## src/rtl/rxd_pkg.sv

```systemverilog
package rxd_pkg;
  localparam int DW = 32;
  localparam int BC_W = 16;
  // descriptor word offsets
  localparam int OFS_CTL = 0;
  localparam int OFS_BUF = 1;
  localparam int OFS_ST1 = 2;
  localparam int OFS_ST2 = 3;
  localparam int OFS_NXT = 4;
  localparam int DESC_WORDS = 5;
  // control and status bit positions
  localparam int CTL_NPV = 0;
  localparam int CTL_OWN = 7;
  localparam int CTL_EOP = 8;
  localparam int CTL_SOP = 9;
  localparam int ST2_OK = 7;

  typedef enum logic [3:0] {
    S_IDLE, S_RC, S_RB, S_RN, S_CK, S_DAT, S_DROP, S_S1, S_S2, S_CW
  } st_t;

  // bytes carried by one beat
  function automatic logic [2:0] beat_bytes(input logic last, input logic [1:0] nb);
    return (!last || nb == 2'd0) ? 3'd4 : {1'b0, nb};
  endfunction

  // control word written on completion
  function automatic logic [DW-1:0] ctl_done(input logic [BC_W-1:0] n, input logic npv);
    logic [DW-1:0] w;
    w = '0;
    w[31:16] = n;
    w[CTL_SOP] = 1'b1;
    w[CTL_EOP] = 1'b1;
    w[CTL_NPV] = npv;
    return w;
  endfunction

  function automatic logic [DW-1:0] st2_word(input logic ok);
    logic [DW-1:0] w;
    w = '0;
    w[ST2_OK] = ok;
    return w;
  endfunction
endpackage

```

## src/rtl/rxd_pend_ctr.sv

```systemverilog
module rxd_pend_ctr #(
  parameter int CW = 8
) (
  input  logic clk,
  input  logic rst_n,
  input  logic inc,
  input  logic dec,
  output logic pend
);
  localparam logic [CW-1:0] CMAX = '1;
  logic [CW-1:0] cnt;
  logic up, dn;

  assign up = inc && (cnt != CMAX);
  assign dn = dec && (cnt != '0);

  always_ff @(posedge clk or negedge rst_n) begin
    if (!rst_n) cnt <= '0;
    else if (up && !dn) cnt <= cnt + 1'b1;
    else if (dn && !up) cnt <= cnt - 1'b1;
  end

  assign pend = (cnt != '0);

  a_r7_count_up: assert property (@(posedge clk) disable iff (!rst_n)
    (inc && !dec && cnt != CMAX) |=> cnt == $past(cnt) + 1'b1);
  a_r7_count_down: assert property (@(posedge clk) disable iff (!rst_n)
    (dec && !inc && cnt != '0) |=> cnt == $past(cnt) - 1'b1);
  a_r7_no_underflow: assert property (@(posedge clk) disable iff (!rst_n)
    (dec && !inc && cnt == '0) |=> !pend);
endmodule

```

## src/rtl/rxd_len_track.sv

```systemverilog
module rxd_len_track
  import rxd_pkg::*;
(
  input  logic            clk,
  input  logic            rst_n,
  input  logic            clr,
  input  logic            beat,
  input  logic            last,
  input  logic [1:0]      nb,
  input  logic [BC_W-1:0] lim,
  output logic            wr_ok,
  output logic            trunc,
  output logic [BC_W-1:0] stored
);
  logic [BC_W-1:0] tot;

  always_ff @(posedge clk or negedge rst_n) begin
    if (!rst_n) tot <= '0;
    else if (clr) tot <= '0;
    else if (beat) tot <= tot + BC_W'(beat_bytes(last, nb));
  end

  assign wr_ok  = (tot < lim);
  assign trunc  = (tot > lim);
  assign stored = trunc ? lim : tot;

  a_r5_trunc_after_skip: assert property (@(posedge clk) disable iff (!rst_n)
    (beat && !wr_ok && !clr) |=> (trunc || !$stable(lim)));
endmodule

```

## src/rtl/rxd_ring_dma.sv

```systemverilog
module rxd_ring_dma
  import rxd_pkg::*;
#(
  parameter int AW = 16,
  parameter int CNT_W = 8
) (
  input  logic            clk,
  input  logic            rst_n,
  input  logic            rx_en,
  input  logic [AW-1:0]   ring_base,
  input  logic [BC_W-1:0] buf_bytes,
  input  logic            buf_dec,
  input  logic            in_valid,
  input  logic [DW-1:0]   in_data,
  input  logic            in_last,
  input  logic [1:0]      in_nb,
  input  logic            in_err,
  output logic            in_ready,
  output logic            mem_req,
  output logic            mem_we,
  output logic [AW-1:0]   mem_addr,
  output logic [DW-1:0]   mem_wdata,
  input  logic [DW-1:0]   mem_rdata,
  output logic            pkt_pend,
  output logic            drop_evt
);
  localparam logic [AW-1:0] STEP = AW'(DESC_WORDS);

  st_t st;
  logic [AW-1:0] cur, buf_q, nxt_q, widx;
  logic ctl_own, ctl_npv, err_q;
  logic beat, wr_ok, trunc, frame_done;
  logic [BC_W-1:0] stored;
  logic rd_unused;

  assign rd_unused = ^mem_rdata;
  assign beat = (st == S_DAT) && in_valid;
  assign in_ready = (st == S_DAT) || (st == S_DROP);
  assign drop_evt = (st == S_DROP) && in_valid && in_last;
  assign frame_done = (st == S_CW);

  rxd_len_track u_len (
    .clk(clk), .rst_n(rst_n), .clr(st == S_CK), .beat(beat),
    .last(in_last), .nb(in_nb), .lim(buf_bytes),
    .wr_ok(wr_ok), .trunc(trunc), .stored(stored)
  );

  rxd_pend_ctr #(.CW(CNT_W)) u_pend (
    .clk(clk), .rst_n(rst_n), .inc(frame_done), .dec(buf_dec), .pend(pkt_pend)
  );

  always_comb begin
    mem_req = 1'b0;
    mem_we = 1'b0;
    mem_addr = cur;
    mem_wdata = '0;
    unique case (st)
      S_RC: begin mem_req = 1'b1; mem_addr = cur + AW'(OFS_CTL); end
      S_RB: begin mem_req = 1'b1; mem_addr = cur + AW'(OFS_BUF); end
      S_RN: begin mem_req = 1'b1; mem_addr = cur + AW'(OFS_NXT); end
      S_DAT: begin
        mem_req = beat && wr_ok;
        mem_we = beat && wr_ok;
        mem_addr = buf_q + widx;
        mem_wdata = in_data;
      end
      S_S1: begin mem_req = 1'b1; mem_we = 1'b1; mem_addr = cur + AW'(OFS_ST1); end
      S_S2: begin
        mem_req = 1'b1; mem_we = 1'b1; mem_addr = cur + AW'(OFS_ST2);
        mem_wdata = st2_word(!err_q && !trunc);
      end
      S_CW: begin
        mem_req = 1'b1; mem_we = 1'b1; mem_addr = cur + AW'(OFS_CTL);
        mem_wdata = ctl_done(stored, ctl_npv);
      end
      default: ;
    endcase
  end

  always_ff @(posedge clk or negedge rst_n) begin
    if (!rst_n) begin
      st <= S_IDLE;
      cur <= '0;
      buf_q <= '0;
      nxt_q <= '0;
      widx <= '0;
      ctl_own <= 1'b0;
      ctl_npv <= 1'b0;
      err_q <= 1'b0;
    end else begin
      unique case (st)
        S_IDLE: begin
          if (!rx_en) cur <= ring_base;
          else if (in_valid) st <= S_RC;
        end
        S_RC: st <= S_RB;
        S_RB: begin
          ctl_own <= mem_rdata[CTL_OWN];
          ctl_npv <= mem_rdata[CTL_NPV];
          st <= S_RN;
        end
        S_RN: begin
          buf_q <= mem_rdata[AW-1:0];
          st <= S_CK;
        end
        S_CK: begin
          nxt_q <= mem_rdata[AW-1:0];
          widx <= '0;
          err_q <= 1'b0;
          st <= ctl_own ? S_DAT : S_DROP;
        end
        S_DAT: begin
          if (in_valid) begin
            widx <= widx + 1'b1;
            if (in_last) begin
              err_q <= in_err;
              st <= S_S1;
            end
          end
        end
        S_DROP: if (in_valid && in_last) st <= S_IDLE;
        S_S1: st <= S_S2;
        S_S2: st <= S_CW;
        S_CW: begin
          cur <= ctl_npv ? nxt_q : cur + STEP;
          st <= S_IDLE;
        end
        default: st <= S_IDLE;
      endcase
    end
  end

  a_r2_drop_silent: assert property (@(posedge clk) disable iff (!rst_n)
    (st == S_DROP) |-> !mem_req);
  a_r2_ptr_kept_on_drop: assert property (@(posedge clk) disable iff (!rst_n)
    drop_evt |=> cur == $past(cur));
  a_r3_own_released: assert property (@(posedge clk) disable iff (!rst_n)
    frame_done |-> (mem_we && mem_addr == cur && !mem_wdata[CTL_OWN]
                    && mem_wdata[CTL_SOP] && mem_wdata[CTL_EOP]));
  a_r5_count_bounded: assert property (@(posedge clk) disable iff (!rst_n)
    frame_done |-> mem_wdata[31:16] <= buf_bytes);
  a_r6_follow_chain: assert property (@(posedge clk) disable iff (!rst_n)
    (frame_done && ctl_npv) |=> cur == $past(nxt_q));
  a_r6_step_linear: assert property (@(posedge clk) disable iff (!rst_n)
    (frame_done && !ctl_npv) |=> cur == $past(cur) + STEP);
  a_r8_gated_idle: assert property (@(posedge clk) disable iff (!rst_n)
    (st == S_IDLE && !rx_en) |=> !mem_req);
  a_r9_ready_scope: assert property (@(posedge clk) disable iff (!rst_n)
    (st == S_IDLE) |-> !in_ready);
endmodule

```

## config.mk

```make
export PLATFORM = sky130hd
export DESIGN_NAME = rxd_ring_dma
export DESIGN_NICKNAME = d
export VERILOG_FILES = /design/src/rtl/rxd_pkg.sv /design/src/rtl/rxd_pend_ctr.sv /design/src/rtl/rxd_len_track.sv /design/src/rtl/rxd_ring_dma.sv
export SDC_FILE = /design/constraint.sdc
export NUM_CORES = 1
export LEC_CHECK = 0
export CAP_MARGIN = 5
export CORE_ASPECT_RATIO = 0.7
export CORE_MARGIN = 4
export CORE_UTILIZATION = 60
export CTS_BUF_LIST = sky130_fd_sc_hd__clkbuf_4
export DETAILED_ROUTE_END_ITERATION = 7
export DONT_BUFFER_PORTS = 1
export PLACE_DENSITY = 0.87
export SKIP_CTS_REPAIR_TIMING = 1
export SYNTH_ARGS = -nofsm -noshare
export SYNTH_HDL_FRONTEND = slang
export SYNTH_HIERARCHICAL = 1
export SYNTH_SLANG_ARGS = --single-unit
export TNS_END_PERCENT = 1
```

## constraint.sdc

```tcl
create_clock -name clk -period 3.9 [get_ports clk]
set_clock_uncertainty 0.1 [all_clocks]
set_input_delay 0 -clock clk [delete_from_list [all_inputs] [get_ports clk]]
set_output_delay 0 -clock clk [all_outputs]
set_load 0.005 [all_outputs]
```

== Word-level counts from Yosys, hierarchy flattened ==
Index checks and enable logic that the tools add are counted.
Cells by class
  equality and inequality tests: 16
  magnitude comparators: 2
  reduce and logical (&&, ||, !) cells: 30
  mux-type cells: 25
  $add $sub $neg: 10
Operators by type and width (count)
  $mux 16: 6
  $pmux 32 s3: 1
  $pmux 16 s5: 1
  $pmux 16 s2: 2
  $pmux 4 s9: 1
  $add 16x1->16 const B: 2
  $add 16x2->16 const B: 2
  $add 16x3->16 const B: 2
  $mux 4: 5
  $add 16x16->16: 1
  $add 16x3->16: 1
  $eq 4x3->1 const B: 4
  $gt 16x16->1: 1
  $lt 16x16->1: 1
  $mux 8: 2
  $logic_and 1x1->1: 10
  $ne 2x2->1 const B: 5
  $add 8x1->8 const B: 1
  $eq 4x2->1 const B: 2
  $eq 4x4->1 const B: 2
  $ne 8x8->1 const B: 1
  $reduce_bool 2->1: 4
  $reduce_bool 8->1: 1
  $sub 8x1->8 const B: 1
  other kinds (15): 24
Storage, ports and cells
  logic and storage cells: 93
  output and inout bits: 53
  register bits: 95
  bits of input ports: 105

== Logic depth before layout (Yosys ltp) ==
  depth after elaboration: 6
  mapped depth: 15
  gate-level depth less buffers: 12

== Cells and area by module ==
Netlist, hierarchy kept.
By module, submodules not included
  rxd_ring_dma: cells an instance 733, instances 1, seq. area each 1776.7 sq um, area an instance 5746.8 sq um
  rxd_len_track: cells an instance 165, instances 1, seq. area each 400.4 sq um, area an instance 1496.4 sq um
  rxd_pend_ctr: cells an instance 70, instances 1, seq. area each 200.2 sq um, area an instance 656.9 sq um

== Least setup slack after synthesis ==
Ideal clock, no wire load.
  path type: register to register
  start point: register st[0]
  end point: register u_pend.cnt[7]
  arrival: 3037 ps
  cell stages (with the launch flop): 15
  required time: 3663 ps
  path buffers: 2
  clock period less this slack: 3274 ps
  library setup time: 137 ps
  path slack: 626 ps
  path through: dfrtp_1 -> or2b_1 -> or2_1 -> clkbuf_1 -> inv_2 -> clkbuf_1 -> o21a_1 -> ha_1 -> inv_1 -> ha_1 -> o21ai_0 -> nor2_2 -> a31oi_1 -> o31ai_1 -> o32ai_2
On the way
  cells in the longest elaborated chain, start to end: 5
  elaborated cells between the ends (all ways): 7
  classes of those cells: eq/ne: 1; mux: 1; reduce/logical: 5
RTL lines
  from (decl): line rxd_ring_dma.sv:29  | st_t st;
  from (signal assigned): line rxd_ring_dma.sv:110  | st <= ctl_own ? S_DAT : S_DROP;
  $eq 4x4->1 (*): line rxd_ring_dma.sv:40  | assign frame_done = (st == S_CW);
  net frame_done: line rxd_ring_dma.sv:32  | logic beat, wr_ok, trunc, frame_done;
  $logic_and 1x1->1 (*): line rxd_pend_ctr.sv:14  | assign up = inc && (cnt != CMAX);
  $logic_not 1->1: line rxd_pend_ctr.sv:20  | else if (dn && !up) cnt <= cnt - 1'b1;
  $logic_and 1x1->1: line rxd_pend_ctr.sv:20
  $reduce_bool 2->1 (no line)
  to (signal assigned): line rxd_pend_ctr.sv:19  | else if (up && !dn) cnt <= cnt + 1'b1;
  to (signal assigned): line rxd_pend_ctr.sv:20
  to (decl): line rxd_pend_ctr.sv:11  | logic [CW-1:0] cnt;
The timed path passes the listed nets; every way through them passes the cells marked *.
A chain may end at the register's enable or synchronous reset.

== Worst setup path after layout ==
  start point: register st[0]
  end point: output port mem_addr[12]
On the way
  cells in the longest elaborated chain, start to end: 2
  elaborated cells between the ends (all ways): 6
  classes of those cells: eq/ne: 5; mux: 1
RTL lines
  $eq 4x4->1 (tied with other cells): line rxd_ring_dma.sv:57  | unique case (st)
  $pmux 16 s5 (*): line rxd_ring_dma.sv:57
  to (decl): line rxd_ring_dma.sv:21  | output logic [AW-1:0] mem_addr,
Mark *: on every way between the ends. The rest lies on a longest branch, timed or not.

==> results_dict.tcl <==
set metrics [dict create \
    design.core.area_um2 12600 \
    drt_drc_violations_left 0 \
    synth.net_count 1124 \
    clk-insertion-delay-late_ns 0.47 \
    final-instance-count-excl-fill 1153 \
    mappedNetlistArea_um2 7900 \
    yosys_register_bits 95 \
    clock.fmax_mhz 279 \
    nNetsFinal 1141 \
    finalWirelength_um 23900 \
    path_cells "buf_4, or4b_1, xnor2_1, ha_1, nor2_1, o22a_1, o21ai_1, nor3b_1, a211oi_1, nand2_1" \
    timing.critical_path.to_type "primary output" \
    place.gp.congestion 0.974 \
    place_area_um2 7960 \
    initial_core_util_pct 62.5 \
    powerDensity_nw_per_um2 664 \
    drv.max_cap_violation_count 0 \
    floorplan.rows 34 \
    cts_root_buf "sky130_fd_sc_hd__clkbuf_4" \
    reg2reg_depth 12 \
    first_global_vias 6599 \
    synth_top_cells_by_area "sky130_fd_sc_hd__dfrtp_1, sky130_fd_sc_hd__ha_1, sky130_fd_sc_hd__nand2_1" \
    netlist.area_leader.share_pct 30.1 \
    num_vias 7817 \
    yosys.cell_count.top_type "sky130_fd_sc_hd__nand2_1" \
    fp.dieArea_um2 15100 \
    rr_endpoint "u_pend/cnt[7]" \
    cts_max_level 3 \
    cp.arrival_ns 3.48 \
    clk_pin_slew_worst_paths_ns 0.15 \
    violations_in_the_final_reports "negative hold slack" \
    grt_setup_unrepaired "false" \
    count_of_yosys_warnings_during_synthesis 6 \
    clk_path_buf_depth 2 \
    worst_hold_path_type "in2reg" \
    top_level_ports 158 \
    synth-seq-area-share_pct 30.1 \
    crit_slowest_cell "sky130_fd_sc_hd__or4b_1" \
    number_of_flops_mapped_to_enable_cells_by_yosys 0 \
    crit_family "simple AND/OR/NAND/NOR gates" \
    path_class "reg2out" \
    final_antenna_net_count 0 \
    pin_count_of_the_biggest_net_entering_global_routing 96 \
    timing.final.hold_violations 3 \
    critical_path_fanout_max 30 \
    final.min_clock_period_ns 3.58 \
    post_synth.cell_area_avg_um2 8.16 \
    worst-path-buf-inv 1 \
    share_of_the_clock_period_used_by_the_worst_path_pct 91.8 \
    die_width_um 145 \
    leading_post_synthesis_cells_by_instance_count "sky130_fd_sc_hd__nand2_1, sky130_fd_sc_hd__dfrtp_1, sky130_fd_sc_hd__nor2_1" \
    synth_flop_cell "sky130_fd_sc_hd__dfrtp_1" \
    final-max-slew-violation-count 0 \
    place_ws_ns 0.717 \
    dp.final_hpwl_um 17000 \
    vias_per_cell 6.78 \
    wl_per_cell_um 20.7 \
    dp.cells 1082 \
    postLayoutCellArea_um2 8660 \
    critPathLaunch "st[0]" \
    synth-async-reset-ratio_pct 100 \
    worst_path_largest_cell_delay_ns 0.73 \
    synth_cell_type_count 84 \
    gr-usage-all-layers_pct 29.2 \
    antenna_violations_before_repair 1 \
    first_pass_iters 5 \
    port_buffers 0 \
    crit_cells 10 \
    setup_viol 0 \
    regToRegStartpoint "st[1]" \
    drt_iter0_markers 1227 \
    postSynthCellCount 968 \
    static_leakage_nw 3.83 \
    timing.critical_path.required_ns 3.80 \
    critical_path.endpoint "mem_addr[12]" \
    outcome "finished with violations" \
    fp.dieH_um 104 \
    crit_path_start_kind "register" \
    drive_gt1_share_pct 7.07 \
    whs_ns -0.0189 \
    cts_tree "done" \
    tritoncts.num_buffers 9 \
    synth_area_leader_cell "sky130_fd_sc_hd__dfrtp_1" \
    globalRoute.totalOverflow 0 \
    tns_ns 0 \
    ff_to_ff_setup_slack_ns 0.65 \
    grt_first_pass_wirelength_um 35900 \
    power.ir.vdd_worst_mv 0.449 \
    tightest_slew_ns 0.971 \
    clock-sinks 95 \
    area_growth_pct 9.57 \
    slew_headroom_pct 35.3 \
    finalWorstSetupSlack_ns 0.321 \
]
==> cell usage in the layout (no fill, tap or decap), types with 8 or more instances in the layout <==
| cell type | instances |
|---|---|
| sky130_fd_sc_hd__nand4_1 | 15 |
| sky130_fd_sc_hd__nand3_1 | 27 |
| sky130_fd_sc_hd__a21o_1 | 11 |
| sky130_fd_sc_hd__a22o_1 | 17 |
| sky130_fd_sc_hd__clkbuf_4 | 10 |
| sky130_fd_sc_hd__nor4_1 | 10 |
| sky130_fd_sc_hd__mux2i_1 | 10 |
| sky130_fd_sc_hd__buf_4 | 12 |
| sky130_fd_sc_hd__o22ai_1 | 11 |
| sky130_fd_sc_hd__ha_1 | 48 |
| sky130_fd_sc_hd__xnor2_1 | 26 |
| sky130_fd_sc_hd__dfrtp_1 | 95 |
| sky130_fd_sc_hd__and4_1 | 8 |
| sky130_fd_sc_hd__nor2_1 | 77 |
| sky130_fd_sc_hd__a211oi_1 | 10 |
| sky130_fd_sc_hd__nand2b_1 | 11 |
| sky130_fd_sc_hd__a31oi_1 | 12 |
| sky130_fd_sc_hd__mux2_2 | 25 |
| sky130_fd_sc_hd__a21oi_1 | 74 |
| sky130_fd_sc_hd__and2_1 | 14 |
| sky130_fd_sc_hd__inv_1 | 36 |
| sky130_fd_sc_hd__dlygate4sd3_1 | 53 |
| sky130_fd_sc_hd__o211ai_1 | 8 |
| sky130_fd_sc_hd__nor3_1 | 15 |
| sky130_fd_sc_hd__o21ai_0 | 54 |
| sky130_fd_sc_hd__nor2b_1 | 9 |
| sky130_fd_sc_hd__and3_1 | 15 |
| sky130_fd_sc_hd__nand2_1 | 136 |
| sky130_fd_sc_hd__xor2_1 | 30 |
==> per-stage QoR <==
stage	util [%]	power [mW]
2_1_floorplan	-	4.16
3_3_place_gp	63.0	4.86
3_5_place_dp	63.0	4.95
4_1_cts	64.1	5.51
5_1_grt	68.5	6.15
6_report	68.5	5.75
==> worst min-delay path by stage <==
stage                    start           end  depth (start not counted)
floorplan                rst_n      buf_q[0]                          0
global placement         rst_n  u_len/tot[6]                          0
detailed placement       rst_n         st[3]                          0
CTS                      rst_n  u_len/tot[9]                          0
global route        in_data[8]  mem_wdata[8]                          2
finish                 in_last  u_len/tot[2]                          5
==> where the power goes <==
group,leakage (nW),total (mW),internal (mW),switching [mW]
clock,0.0758,0.539,0.201,0.338
combinational,2.55,3.32,1.34,1.99
sequential,1.21,1.89,1.34,0.549
total,3.83,5.75,2.88,2.87
==> worst reg2reg max path, cell delays in order, from the launching register on <==
cell	delay (ns)
sky130_fd_sc_hd__dfrtp_1	0.41
sky130_fd_sc_hd__or2b_1	0.30
sky130_fd_sc_hd__or2_1	0.28
sky130_fd_sc_hd__inv_2	0.10
sky130_fd_sc_hd__o21a_1	0.14
sky130_fd_sc_hd__ha_1	0.27
sky130_fd_sc_hd__inv_1	0.19
sky130_fd_sc_hd__ha_1	0.38
sky130_fd_sc_hd__o21ai_0	0.14
sky130_fd_sc_hd__nor2_2	0.22
sky130_fd_sc_hd__a31oi_1	0.14
sky130_fd_sc_hd__o31ai_1	0.32
sky130_fd_sc_hd__o32ai_2	0.13
==> registers in the layout, indices dropped and copies added, names as in the netlist <==
register,count
buf_q,16
cur,16
nxt_q,16
u_len/tot,16
widx,16
u_pend/cnt,8
st,4
ctl_npv,1
ctl_own,1
err_q,1
==> kinds of logic after synthesis <==
| family | share of synthesized area, % |
|---|---|
| compound gates | 21.9 |
| xor+xnor | 6.21 |
| fa+ha+maj | 8.36 |
| buf+inv | 5.10 |
| flops | 30.1 |
| mux | 5.83 |
| simple gates | 22.5 |
==> area by class of cell <==
| cell class | count | area (um^2) |
|---|---|---|
| Timing Repair Buffer | 66 | 648 |
| Clock buffer | 10 | 75.1 |
| Antenna cell | 1 | 2.50 |
| Sequential cell | 95 | 2380 |
| Clock inverter | 6 | 60.1 |
| Tap cell | 162 | 203 |
| Multi-Input combinational cell | 776 | 5150 |
| Inverter | 37 | 139 |
| Fill cell | 966 | 3980 |
==> layer usage <==
metal | vias up | global-route usage, % | part of all wire [%]
met4 | 0 | 7.11 | 2.2
li1 | 3509 | - | -
met3 | 53 | 9.93 | 13
met5 | - | 0 | 0
met2 | 528 | 40.7 | 43
met1 | 3727 | 43.3 | 42
Note: power is estimated with default switching activity, not from simulation.
